File: src/rtl/gpio_port_pkg.sv
package gpio_port_pkg;
  localparam int MODE_W = 4;

  // Modes in which the top pin carries an address bit and its direction is pinned high.
  function automatic logic mode_locks_msb(input logic [MODE_W-1:0] m);
    case (m)
      4'd3, 4'd4, 4'd6: mode_locks_msb = 1'b1;
      default:          mode_locks_msb = 1'b0;
    endcase
  endfunction
endpackage

File: src/rtl/gpio_rst_sync.sv
module gpio_rst_sync #(
  parameter int STAGES = 2
) (
  input  logic clk,
  input  logic rst_n,
  output logic rst_sync_n
);
  logic [STAGES-1:0] chain_q;

  always_ff @(posedge clk or negedge rst_n) begin
    if (!rst_n) chain_q <= '0;
    else        chain_q <= {chain_q[STAGES-2:0], 1'b1};
  end

  assign rst_sync_n = chain_q[STAGES-1];
endmodule

File: src/rtl/gpio_mode_latch.sv
module gpio_mode_latch
  import gpio_port_pkg::*;
(
  input  logic              clk,
  input  logic              capture_i,
  input  logic [MODE_W-1:0] mode_i,
  output logic              lock_msb_o
);
  logic [MODE_W-1:0] mode_q;
  logic [MODE_W-1:0] mode_d;

  // Strap register: loaded on every edge while reset is held, frozen afterwards.
  always_comb begin
    mode_d = mode_q;
    if (capture_i) mode_d = mode_i;
  end

  always_ff @(posedge clk) begin
    if (capture_i) mode_q <= mode_d;
  end

  assign lock_msb_o = mode_locks_msb(mode_q);
endmodule

File: src/rtl/gpio_in_sync.sv
module gpio_in_sync #(
  parameter int WIDTH  = 8,
  parameter int STAGES = 2
) (
  input  logic             clk,
  input  logic             rst_n,
  input  logic [WIDTH-1:0] d_i,
  output logic [WIDTH-1:0] q_o
);
  logic [WIDTH-1:0] stage_q [STAGES];

  for (genvar g = 0; g < STAGES; g++) begin : g_stage
    if (g == 0) begin : g_first
      always_ff @(posedge clk or negedge rst_n) begin
        if (!rst_n) stage_q[g] <= '0;
        else        stage_q[g] <= d_i;
      end
    end else begin : g_next
      always_ff @(posedge clk or negedge rst_n) begin
        if (!rst_n) stage_q[g] <= '0;
        else        stage_q[g] <= stage_q[g-1];
      end
    end
  end

  assign q_o = stage_q[STAGES-1];
endmodule

File: src/rtl/gpio_port_regs.sv
module gpio_port_regs
  import gpio_port_pkg::*;
#(
  parameter int              WIDTH       = 8,
  parameter int              ADDR_W      = 16,
  parameter logic [ADDR_W-1:0] DIR_ADDR  = 16'hFFD1,
  parameter logic [ADDR_W-1:0] OUT_ADDR  = 16'hFFD3,
  parameter int              SYNC_STAGES = 2,
  parameter int              RST_STAGES  = 2,
  parameter int              LOCK_BIT    = 7
) (
  input  logic              clk,
  input  logic              rst_n,
  input  logic [MODE_W-1:0] mode_i,
  input  logic              hw_stby_i,
  input  logic              sw_stby_i,
  input  logic              bus_sel_i,
  input  logic              bus_wr_i,
  input  logic [ADDR_W-1:0] bus_addr_i,
  input  logic [WIDTH-1:0]  bus_wdata_i,
  output logic [WIDTH-1:0]  bus_rdata_o,
  input  logic [WIDTH-1:0]  pin_i,
  output logic [WIDTH-1:0]  pin_oe_o,
  output logic [WIDTH-1:0]  pin_o
);
  localparam logic [WIDTH-1:0] LOCK_MASK = WIDTH'(1) << LOCK_BIT;
  localparam logic [WIDTH-1:0] ALL_ONES  = '1;

  logic             rst_sync_n;
  logic             lock_msb;
  logic [WIDTH-1:0] pin_sync;
  logic [WIDTH-1:0] dir_q, dir_d, out_q, out_d;
  logic             dir_en, out_en;
  logic [WIDTH-1:0] dir_eff;
  logic             hit_dir_wr, hit_out_wr, hit_dir_rd, hit_out_rd;

  gpio_rst_sync #(.STAGES(RST_STAGES)) u_rst (
    .clk(clk), .rst_n(rst_n), .rst_sync_n(rst_sync_n)
  );

  gpio_mode_latch u_mode (
    .clk(clk), .capture_i(!rst_sync_n), .mode_i(mode_i), .lock_msb_o(lock_msb)
  );

  gpio_in_sync #(.WIDTH(WIDTH), .STAGES(SYNC_STAGES)) u_sync (
    .clk(clk), .rst_n(rst_sync_n), .d_i(pin_i), .q_o(pin_sync)
  );

  assign hit_dir_wr = bus_sel_i &  bus_wr_i & (bus_addr_i == DIR_ADDR);
  assign hit_out_wr = bus_sel_i &  bus_wr_i & (bus_addr_i == OUT_ADDR);
  assign hit_dir_rd = bus_sel_i & !bus_wr_i & (bus_addr_i == DIR_ADDR);
  assign hit_out_rd = bus_sel_i & !bus_wr_i & (bus_addr_i == OUT_ADDR);

  // Next state: hardware standby first, then software standby freeze, then bus writes.
  always_comb begin
    dir_d  = dir_q;
    out_d  = out_q;
    dir_en = 1'b0;
    out_en = 1'b0;
    if (hw_stby_i) begin
      dir_d  = '0;
      out_d  = '0;
      dir_en = 1'b1;
      out_en = 1'b1;
    end else if (!sw_stby_i) begin
      if (hit_dir_wr) begin
        dir_d  = bus_wdata_i;
        dir_en = 1'b1;
      end
      if (hit_out_wr) begin
        out_d  = bus_wdata_i;
        out_en = 1'b1;
      end
    end
  end

  always_ff @(posedge clk or negedge rst_sync_n) begin
    if (!rst_sync_n)  dir_q <= '0;
    else if (dir_en)  dir_q <= dir_d;
  end

  always_ff @(posedge clk or negedge rst_sync_n) begin
    if (!rst_sync_n)  out_q <= '0;
    else if (out_en)  out_q <= out_d;
  end

  // The locked bit is forced at the output, so a stored 0 can never clear it.
  assign dir_eff  = dir_q | (lock_msb ? LOCK_MASK : '0);
  assign pin_oe_o = dir_eff;
  assign pin_o    = out_q;

  always_comb begin
    bus_rdata_o = '0;
    if (hit_dir_rd)      bus_rdata_o = ALL_ONES;
    else if (hit_out_rd) bus_rdata_o = (out_q & dir_eff) | (pin_sync & ~dir_eff);
  end

  a_r1_dir_write: assert property (@(posedge clk) disable iff (!rst_sync_n)
    (hit_dir_wr && !hw_stby_i && !sw_stby_i) |=>
      ((pin_oe_o & ~LOCK_MASK) == ($past(bus_wdata_i) & ~LOCK_MASK)));

  a_r2_dir_reads_ones: assert property (@(posedge clk) disable iff (!rst_sync_n)
    hit_dir_rd |-> (bus_rdata_o == ALL_ONES));

  a_r4_msb_locked: assert property (@(posedge clk) disable iff (!rst_sync_n)
    lock_msb |-> pin_oe_o[LOCK_BIT]);

  a_r7_sw_hold: assert property (@(posedge clk) disable iff (!rst_sync_n)
    (sw_stby_i && !hw_stby_i) |=>
      (pin_oe_o == $past(pin_oe_o)) && (pin_o == $past(pin_o)));

  a_r8_hw_init: assert property (@(posedge clk) disable iff (!rst_sync_n)
    hw_stby_i |=> (pin_o == '0) && ((pin_oe_o & ~LOCK_MASK) == '0));

  a_r10_mode_frozen: assert property (@(posedge clk) disable iff (!rst_sync_n)
    !$past(!rst_sync_n) |-> $stable(lock_msb));
endmodule

File: config.mk
export PLATFORM = sky130hd
export DESIGN_NAME = gpio_port_regs
export DESIGN_NICKNAME = d
export VERILOG_FILES = /design/src/rtl/gpio_port_pkg.sv /design/src/rtl/gpio_rst_sync.sv /design/src/rtl/gpio_mode_latch.sv /design/src/rtl/gpio_in_sync.sv /design/src/rtl/gpio_port_regs.sv
export SDC_FILE = /design/constraint.sdc
export NUM_CORES = 1
export LEC_CHECK = 0
export BUFFER_PORTS_ARGS = -buffer_cell sky130_fd_sc_hd__buf_2
export CORE_AREA = 2 2 61 74
export CTS_CLUSTER_SIZE = 30
export DETAILED_ROUTE_END_ITERATION = 12
export DIE_AREA = 0 0 63 76
export PLACE_DENSITY = 0.71
export SKIP_CTS_REPAIR_TIMING = 1
export SKIP_LAST_GASP = 1
export SYNTH_ARGS = -nofsm -noshare
export SYNTH_HDL_FRONTEND = slang
export SYNTH_SLANG_ARGS = --single-unit
File: constraint.sdc
create_clock -name clk -period 2.1 [get_ports clk]
set_clock_uncertainty 0.15 [all_clocks]
set_input_delay 0.21 -clock clk [delete_from_list [all_inputs] [get_ports clk]]
set_output_delay 0.21 -clock clk [all_outputs]
set_load 0.05 [all_outputs]
==> summary.md, run 1 <==
| Metric | Value |
|---|---|
| CTS buffer count | `5` |
| Worst Setup End Kind | `output port` |
| Dpl hpwl | `2.69 mm` |
| CP cell instances | `buf_2 > nand4bb_4 > or4_4 > or2_4 > buf_6 > a21oi_2 > buf_6` |
| GRT overflow | `0` |
| Worst hold path class | `in -> reg` |
| DRC Markers | `0` |
| Post-layout min period | `roughly 2100 ps` |
| Synth cell types | `25` |
| Post-synth top cells | `dfrtp_1 (34), a21oi_1 (16), o21ai_0 (16), nand4_1 (10), nand4b_1 (9)` |
| Die Y | `~76 um` |
| Worst Path Required | `1740 ps` |
| Main flop type after synthesis | `dfrtp_1` |
| Sw Share | `0.205` |
| Final Hold Viols | `0` |
| Synth Warn # | `0` |
| CTS tree | `yes` |
| Crit share post-route | `1.00` |
| Core area | `4130 sq um` |
| CP Launch Type | `input port` |
| Boundary pin count | `66` |
| Int Pwr | `1.30 mW` |
| Die X-Extent | `roughly 63 um` |
| Setup tns final | `-6.98 ps` |
| Vias in the first global route | `~1300` |
| Hold slack | `between 40 and 50 ps` |
| Critical path class | `in -> out` |
| WL/cell | `roughly 15 um` |
| Pin count of the biggest net entering global routing | `33` |
| CTS H-tree depth | `2` |
| CP arrival | `roughly 1800 ps` |
| Total Nets Final | `approximately 260` |
| Site Rows | `26` |
| Worst vdd ir | `between 500 and 600 uV` |
| First-pass GRT wire length | `between 6 and 7 mm` |
| Seq pwr share | `0.471` |
| Tot Pwr | `around 1.6 mW` |
| DRT Pass-1 Iters | `4` |
| R2r setup slk | `about 1200 ps` |
| Number of routed nets with antenna violations | `0` |
| Clk Tree Root Cell | `clkbuf_8` |
| All-Layer GR Usage | `0.168` |
| Clock power frac | `0.452` |
| Flops & latches, synth | `38` |
| Pwr/cell area | `between 700 and 800 nW/um^2` |
| Most frequent cell after synthesis | `dfrtp_1` |
| Vias | `1349` |
| Max Slew Vio Count | `0` |
| Vias per cell | `between 4 and 5` |
| RSZ-0062 raised after global routing | `yes` |
| CP max FO | `5` |
| Worst-Skew Late Latency | `around 290 ps` |
| IO Port Bufs | `65` |
| Die area | `between 4000 and 5000 sq um` |
| Cell mode on critical path | `buf_6` |
| Outcome | `finished, violations left` |
| Leakage | `1.04 nW` |
| CP max stage cell | `or4_4` |
| Post-synthesis cell area | `approximately 1600 sq um` |
| Logic pwr share | `0.078` |
| Setup ws final | `-6.98 ps` |
| EDFF count, synth | `4` |
| Register area share after synthesis | `0.605` |
| Syn Nets | `176` |
| FMAX | `between 400 and 500 MHz` |
| Dominant cells by area after synthesis | `dfrtp_1 (53%), edfxtp_1 (7.5%), a21oi_1 (5.0%)` |
| Iter 0 DRT Violations | `54` |
| Failing checks | `setup timing` |
| Mapped Cells | `134` |
| Post-synth top area share | `0.530` |
| Finished Layout Cells | `270` |
| Ant. Diodes | `0` |
| Clk buf depth | `2` |
| Place WS | `-64.1 ps` |
| Syn Area/Cell | `about 12 sq um` |
| # placed instances | `roughly 250` |
| CP peak stage delay | `490 ps` |
| Async S/R FF share, synth | `0.895` |
| Max-cap check violation count | `0` |
| CTS clk-pin slew, worst paths | `80 ps` |
| Most area-hungry cell type in the Yosys netlist | `dfrtp_1` |
| Slew @ Worst Pin | `around 570 ps` |
| P_sw | `~0.34 mW` |
| Clock sinks | `38` |
| Layout cells sized above 1 | `0.449` |
| Initial antenna violation count | `0` |
| Placer Congestion | `between 0.7 and 0.8` |
| Synthesis-to-finish area growth | `45.7%` |
| Final setup viols | `1` |
| Post-Route WL | `between 4 and 5 mm` |
| Initial Utilization | `0.389` |
| Slew headroom | `0.622` |
## per-layer routing
layer | share of wire | GRT usage | vias up
met5 | 0 | 0 | -
met4 | 0.011 | 0.0733 | 0
met3 | 0.058 | 0.0369 | 4
met2 | 0.53 | 0.265 | 53
met1 | 0.40 | 0.221 | 650
li1 | - | - | 642
## final cells by class
class / instances / area (sq um)
Sequential cell: 38 / 971
Tap cell: 56 / 70.1
Multi-Input combinational cell: 78 / 561
Inverter: 1 / 3.75
Clock inverter: 3 / 68.8
Fill cell: 374 / 1790
Timing Repair Buffer: 89 / 596
Clock buffer: 5 / 68.8
## power groups by stage
stage,Clock [mW],Sequential [mW],Combinational (mW)
3_5_place_dp,0,0.786,0.104
4_1_cts,0.752,0.771,0.104
5_1_grt,0.792,0.774,0.140
2_1_floorplan,0,0.792,0.0371
6_report,0.740,0.771,0.127
3_3_place_gp,0,0.785,0.102
## stage by stage
stage,instance area [sq um],utilization
finish,2340,0.566
global route,2340,0.566
CTS,2120,0.513
detailed placement,1980,0.480
global placement,1980,0.480
floorplan,1610,-
## critical path, delay by kind of cell
family                 cells  cell delay [ps]
AOI/OAI and AO/OA          1              130
buffers and inverters      3              420
and+or+nand+nor            3              980
## cell usage in the layout (no fill, tap or decap), types with 2 or more instances in the layout
| master | count |
|---|---|
| dlygate4sd3_1 | 13 |
| dfrtp_1 | 34 |
| nand4b_1 | 9 |
| edfxtp_1 | 4 |
| buf_2 | 57 |
| o21ai_0 | 16 |
| mux2i_1 | 8 |
| a21oi_1 | 16 |
| buf_4 | 9 |
| buf_6 | 10 |
| clkbuf_8 | 5 |
| a21oi_2 | 7 |
| nand4_1 | 10 |
| bufinv_16 | 2 |
## cells by family (layout without fill, tap and decap cells)
kind of cell	count (synthesis)	after routing	share of synthesized area
other	1	1	0.00234
and+or+nand+nor	28	28	0.129
muxes	8	8	0.0499
AOI/OAI and AO/OA	41	41	0.150
buffers and inverters	18	98	0.0647
DFF	38	38	0.605
## sequential cells by signal, indices dropped and copies added (netlist names)
name / flops
dir_q: 8
pin_o: 8
u_mode.mode_q: 4
u_rst.chain_q: 2
u_sync.q_o: 8
u_sync.stage_q: 8
## final timing paths
| path | startpoint | end | cells past startpoint |
|---|---|---|---|
| min in group asynchronous | rst_n | u_rst.chain_q[0]$_DFF_PN0_ | 2 |
| hold / removal | bus_wdata_i[4] | pin_o[4]$_DFFE_PN0P_ | 3 |
| setup reg to reg | u_rst.chain_q[1]$_DFF_PN0_ | u_mode.mode_q[2]$_DFFE_PN_ | 1 |
| hold reg to reg | u_rst.chain_q[1]$_DFF_PN0_ | u_sync.stage_q[15]$_DFF_PN0_ | 1 |
| max in group asynchronous | u_rst.chain_q[1]$_DFF_PN0_ | pin_o[2]$_DFFE_PN0P_ | 1 |
| setup / recovery | bus_addr_i[2] | bus_rdata_o[2] | 7 |
(Power assumes the default switching activity.)
==> inputs of run 2 (changes only) <==
--- a/config.mk
+++ b/config.mk
@@ -10,6 +10,7 @@
 export CTS_CLUSTER_SIZE = 30
 export DETAILED_ROUTE_END_ITERATION = 12
 export DIE_AREA = 0 0 63 76
+export HOLD_SLACK_MARGIN = 0.15
 export PLACE_DENSITY = 0.71
 export SKIP_CTS_REPAIR_TIMING = 1
 export SKIP_LAST_GASP = 1
==> summary.md, run 2 (synthesized netlist as in run 1, its figures left out) <==
| Metric | Value |
|---|---|
| Total Nets Final | `266 (+4.3%)` |
| Placed Area | `1980 sq um (unchanged)` |
| Die Y | `76 um (unchanged)` |
| Initial Utilization | `0.389 (unchanged)` |
| Dpl hpwl | `2.69 mm (unchanged)` |
| Final setup viols | `1 (unchanged)` |
| Int Pwr | `1.31 mW (+0.94%)` |
| Max-cap check violation count | `0 (unchanged)` |
| Worst hold path class | `reg -> async` |
| Post-route cell area | `2450 sq um (+4.7%)` |
| Worst-Skew Late Latency | `290 ps (about the same)` |
| Layout cells sized above 1 | `0.427 (-0.0219)` |
| CP max stage cell | `or4_4` |
| GRT overflow | `0 (unchanged)` |
| CP peak stage delay | `500 ps (about the same)` |
| Max Slew Vio Count | `0 (unchanged)` |
| Final Hold Viols | `0 (unchanged)` |
| Synthesis-to-finish area growth | `52.5%` |
| RSZ-0062 raised after global routing | `yes` |
| Worst Path Required | `1740 ps (about the same)` |
| Crit path from | `bus_addr_i[2]` |
| Clk Tree Root Cell | `clkbuf_8` |
| Clk buf depth | `2 (unchanged)` |
| CTS clk-pin slew, worst paths | `80 ps (about the same)` |
| Boundary pin count | `66 (unchanged)` |
| Cell mode on critical path | `buf_6` |
| P_sw | `0.342 mW (+1.8%)` |
| CP cell instances | `buf_2 > nand4bb_4 > or4_4 > or2_4 > buf_6 > a21oi_2 > buf_6` |
| Failing checks | `setup timing` |
| Fill count | `364 (-2.7%)` |
| Site Rows | `26 (unchanged)` |
| Clock sinks | `38 (unchanged)` |
| CP arrival | `1750 ps (about the same)` |
| Crit share post-route | `1.00 (about the same)` |
| Number of routed nets with antenna violations | `0 (unchanged)` |
| Worst vdd ir | `510 uV (+0.97%)` |
| Outcome | `finished, violations left` |
| CP Launch Type | `input port` |
| Commonest non-fill, non-tap cell in the layout | `buf_2` |
| Post-layout min period | `2110 ps (+1.06 ps)` |
| Sw Share | `0.207 (+0.00137)` |
| IO Port Bufs | `65 (unchanged)` |
| Vias per cell | `5.01 (+0.36%)` |
| All-Layer GR Usage | `0.168 (unchanged)` |
| WL/cell | `15.0 um (+0.40%)` |
| Die X-Extent | `63 um (unchanged)` |
| Slew headroom | `0.614 (-0.00741)` |
| FMAX | `474 MHz (about the same)` |
| Leakage | `1.09 nW (+4.7%)` |
| CTS H-tree depth | `2 (unchanged)` |
| CTS tree | `yes` |
| CP max FO | `5 (unchanged)` |
| Placer Congestion | `0.764 (unchanged)` |
| First-pass GRT wire length | `6.17 mm (unchanged)` |
| Initial antenna violation count | `0 (unchanged)` |
| Hold slack | `134 ps (+85.6 ps)` |
| Vias in the first global route | `1301 (unchanged)` |
| Pwr/cell area | `676 nW/um^2 (-3.4%)` |
| CTS buffer count | `5 (unchanged)` |
| Clock power frac | `0.449 (-0.003)` |
| DRC Markers | `0 (unchanged)` |
| FF-to-FF Start | `pin_o[7]$_DFFE_PN0P_` |
| Worst Setup End Kind | `output port` |
| Core area | `4130 sq um (unchanged)` |
| Seq pwr share | `0.466 (-0.005)` |
| Logic pwr share | `0.086 (+0.008)` |
| Slew @ Worst Pin | `577 ps (+11.1 ps)` |
| Critical path class | `in -> out` |
| Die area | `4790 sq um (unchanged)` |
| Post-Route WL | `4.21 mm (+4.5%)` |
| Pin count of the biggest net entering global routing | `33 (unchanged)` |
| Vias | `1409 (+4.4%)` |
| Setup ws final | `-8.04 ps (-1.06 ps)` |
| DRT Pass-1 Iters | `4 (unchanged)` |
| Iter 0 DRT Violations | `55 (+1.9%)` |
| Most frequent cells in the layout | `buf_2 (57), dfrtp_1 (34), dlygate4sd3_1 (24)` |
| Ant. Diodes | `0 (unchanged)` |
run 2: changes by cell type in the layout (fill, tap and decap cells not counted), sizes merged:
cell,before,now
dlygate4sd3,13,24
run 2: power groups by stage:
| stage | Clock [mW] | Combinational [mW] | Sequential, mW |
|---|---|---|---|
| after floorplan | 0 | 0.0371 | 0.792 |
| after global placement | 0 | 0.102 | 0.785 |
| after detailed placement | 0 | 0.104 | 0.786 |
| after CTS | 0.752 | 0.104 | 0.771 |
| after global routing | 0.792 | 0.155 | 0.774 |
| final | 0.743 | 0.142 | 0.771 |
run 2: final cells by class:
| cell class | instances | area, sq um | area share |
|---|---|---|---|
| clock buffers | 5 | 68.8 | 0.0281 |
| clock inverters | 3 | 68.8 | 0.0281 |
| inverters | 1 | 3.75 | 0.00153 |
| multi-input cells | 78 | 561 | 0.229 |
| flip-flops and latches | 38 | 971 | 0.397 |
| well taps | 56 | 70.1 | 0.0286 |
| repair buffers | 100 | 706 | 0.288 |
run 2: final timing paths:
| path | slack [ps] | cells after the start | end |
|---|---|---|---|
| setup / recovery | -8 | 7 | bus_rdata_o[2] |
| hold / removal | 130 | 1 | u_sync.stage_q[15]$_DFF_PN0_ |
| setup reg to reg | 720 | 3 | pin_o[7]$_DFFE_PN0P_ |
| hold reg to reg | 130 | 1 | u_sync.stage_q[15]$_DFF_PN0_ |
| max in group asynchronous | 1070 | 3 | u_rst.chain_q[1]$_DFF_PN0_ |
| min in group clk | 200 | 4 | dir_q[5]$_DFFE_PN0P_ |
run 2: critical path: cells and delay by family:
kind | cells | cell delay, ps
buffers and inverters | 3 | 420
AO/OA/AOI/OAI | 1 | 130
AND/OR/NAND/NOR | 3 | 990
run 2: per-stage QoR:
stage / worst slack [ps] / setup TNS (ps) / power, mW / util / std cells
6_report: -8.04 / -8.04 / 1.66 / 0.593 / 281
4_1_cts: -71.1 / -413 / 1.63 / 0.513 / 257
3_5_place_dp: -64.1 / -382 / 0.890 / 0.480 / 249
5_1_grt: -51.0 / -200 / 1.72 / 0.593 / 281
3_3_place_gp: -49.1 / -211 / 0.887 / 0.480 / 249
2_1_floorplan: -101 / -809 / 0.829 / - / 134
run 2: per-layer routing:
layer	wire, um	track usage	up-vias	share of wire
met5	0	0	-	0
met4	44	0.0733	0	0.010
met3	315	0.0369	4	0.075
met2	2290	0.265	59	0.54
met1	1560	0.221	680	0.37
li1	-	-	666	-
==> inputs of run 3 (changes only) <==
--- a/config.mk
+++ b/config.mk
@@ -11,7 +11,7 @@
 export DETAILED_ROUTE_END_ITERATION = 12
 export DIE_AREA = 0 0 63 76
 export HOLD_SLACK_MARGIN = 0.15
-export PLACE_DENSITY = 0.71
+export PLACE_DENSITY = 0.73
 export SKIP_CTS_REPAIR_TIMING = 1
 export SKIP_LAST_GASP = 1
 export SYNTH_ARGS = -nofsm -noshare
==> constraint.sdc (replaced) <==
create_clock -name clk -period 1.7 [get_ports clk]
set_clock_uncertainty 0.15 [all_clocks]
set_input_delay 0.17 -clock clk [delete_from_list [all_inputs] [get_ports clk]]
set_output_delay 0.17 -clock clk [all_outputs]
set_load 0.05 [all_outputs]
==> summary.md, run 3 (synthesized netlist as in run 1, its figures left out) <==
| Metric | Value |
|---|---|
| Critical path class | `reg -> out` |
| Pin count of the biggest net entering global routing | `33 (unchanged)` |
| Vias | `1415 (+0.43%)` |
| R2R cell count | `1 (-2)` |
| Clk Tree Root Cell | `clkbuf_8` |
| R2r setup slk | `720 ps (about the same)` |
| RSZ-0062 raised after global routing | `yes` |
| Leakage | `1.09 nW (about the same)` |
| Clock sinks | `38 (unchanged)` |
| CP Launch Type | `flip-flop` |
| Failing checks | `setup timing` |
| Final Hold Viols | `0 (unchanged)` |
| Setup ws final | `-283 ps (-275 ps)` |
| Worst vdd ir | `596 uV (+17%)` |
| Iter 0 DRT Violations | `27 (-51%)` |
| FF-to-FF Start | `u_rst.chain_q[1]$_DFF_PN0_` |
| CTS tree | `yes` |
| CTS H-tree depth | `2 (unchanged)` |
| Die X-Extent | `63 um (unchanged)` |
| GR peak layer | `met2` |
| Met1 Track Usage GR | `0.239 (+0.0184)` |
| Dpl hpwl | `2.85 mm (+5.8%)` |
| CP max FO | `2 (-3)` |
| Max Slew Vio Count | `0 (unchanged)` |
| Max-cap check violation count | `0 (unchanged)` |
| Boundary pin count | `66 (unchanged)` |
| Worst-Skew Late Latency | `290 ps (about the same)` |
| GRT overflow | `0 (unchanged)` |
| All-Layer GR Usage | `0.173 (+0.00499)` |
| Die area | `4790 sq um (unchanged)` |
| Initial Utilization | `0.389 (unchanged)` |
| Most frequent cells in the layout | `buf_2 (55), dfrtp_1 (34), dlygate4sd3_1 (23)` |
| Worst hold path class | `reg -> async` |
| Layout cells sized above 1 | `0.431 (+0.00444)` |
| Crit path capture | `bus_rdata_o[7]` |
| Total Nets Final | `266 (unchanged)` |
| Initial antenna violation count | `0 (unchanged)` |
| R2r endpoint | `u_mode.mode_q[3]$_DFFE_PN_` |
| Crit path from | `u_mode.mode_q[0]$_DFFE_PN_` |
| Ant. Diodes | `0 (unchanged)` |
| Outcome | `finished, violations left` |
| Worst Path Required | `1380 ps (-360 ps)` |
| Die Y | `76 um (unchanged)` |
| Vias per cell | `5.04 (+0.43%)` |
| DRT Pass-1 Iters | `4 (unchanged)` |
| Vias in the first global route | `1351 (+3.8%)` |
| Core area | `4130 sq um (unchanged)` |
| Place WS | `-400 ps (-336 ps)` |
| Placer Congestion | `0.748 (-2.1%)` |
| Core Util, Final | `0.603 (+0.00999)` |
| CP arrival | `1660 ps (-90 ps)` |
| Final setup viols | `9 (+8)` |
| Setup tns final | `-2190 ps (-2180 ps)` |
| GRT met2 Usage | `0.257 (-0.00745)` |
| Crit share post-route | `1.17` |
| Commonest non-fill, non-tap cell in the layout | `buf_2` |
| Global routing usage on met3 | `0.0591 (+0.0222)` |
| Hold slack | `171 ps (+37.3 ps)` |
| Number of routed nets with antenna violations | `0 (unchanged)` |
| Site Rows | `26 (unchanged)` |
| CTS buffer count | `5 (unchanged)` |
| FMAX | `between 500 and 600 MHz` |
| CTS clk-pin slew, worst paths | `70 ps (about the same)` |
| Pwr/cell area | `716 nW/um^2 (+5.8%)` |
| Clk buf depth | `2 (unchanged)` |
| Worst Setup End Kind | `output port` |
| Fill count | `359 (-1.4%)` |
| Post-Route WL | `4.22 mm (+0.24%)` |
| DRC Markers | `0 (unchanged)` |
| Post-layout min period | `slightly below 2000 ps` |
| Synthesis-to-finish area growth | `55.1%` |
| IO Port Bufs | `65 (unchanged)` |
| WL/cell | `15.0 um (+0.24%)` |
| First-pass GRT wire length | `6.48 mm (+5.0%)` |
| Tot Pwr | `1.78 mW (+7.6%)` |
==> run 3: cell count changes in the layout (fill, tap and decap cells not counted), moves of 2 or more <==
cell / before / now
a21oi_4: 1 / 8
buf_12: 0 / 2
buf_2: 57 / 55
bufinv_16: 2 / 0
a21oi_2: 7 / 0
==> run 3: worst max-delay path, stage by stage, from the launching register on <==
cell,delay (ps)
edfxtp_1,410
nor3b_1,250
a311o_1,200
mux2i_2,270
a21oi_4,80
buf_6,150
==> run 3: worst min path at each step <==
stage | from | to | slack (ps) | cells after the start
2_1_floorplan | rst_n | u_rst.chain_q[0]$_DFF_PN0_ | -280 | 0
3_3_place_gp | rst_n | u_rst.chain_q[0]$_DFF_PN0_ | -190 | 1
3_5_place_dp | rst_n | u_rst.chain_q[0]$_DFF_PN0_ | -190 | 1
4_1_cts | rst_n | u_rst.chain_q[0]$_DFF_PN0_ | -500 | 1
5_1_grt | bus_addr_i[1] | pin_o[4]$_DFFE_PN0P_ | 200 | 4
6_report | u_rst.chain_q[1]$_DFF_PN0_ | pin_o[1]$_DFFE_PN0P_ | 170 | 1
==> run 3: per-layer routing <==
layer,vias up,part of all wire
met1,690,0.42
met3,10,0.044
li1,668,-
met4,0,0.024
met2,47,0.51
met5,-,0
==> run 3: power breakdown <==
group / internal [mW] / switching, mW
Combinational: 0.101 / 0.0922
Sequential: 0.945 / 0.00906
Clock: 0.327 / 0.308
Total: 1.37 / 0.409
==> run 3: area by class of cell <==
cell class              instances  area [sq um]  area share
clock buffers                   7          86.3      0.0347
clock inverters                 1          5.00     0.00201
inverters                       1          3.75     0.00151
multi-input cells              78           617       0.248
flip-flops and latches         38           971       0.390
well taps                      56          70.1      0.0281
repair buffers                100           737       0.296
==> run 3: metrics by stage <==
| stage | instance area, sq um | cells |
|---|---|---|
| 2_1_floorplan | 1670 | 134 |
| 3_3_place_gp | 2070 | 249 |
| 3_5_place_dp | 2070 | 249 |
| 4_1_cts | 2160 | 257 |
| 5_1_grt | 2490 | 281 |
| 6_report | 2490 | 281 |
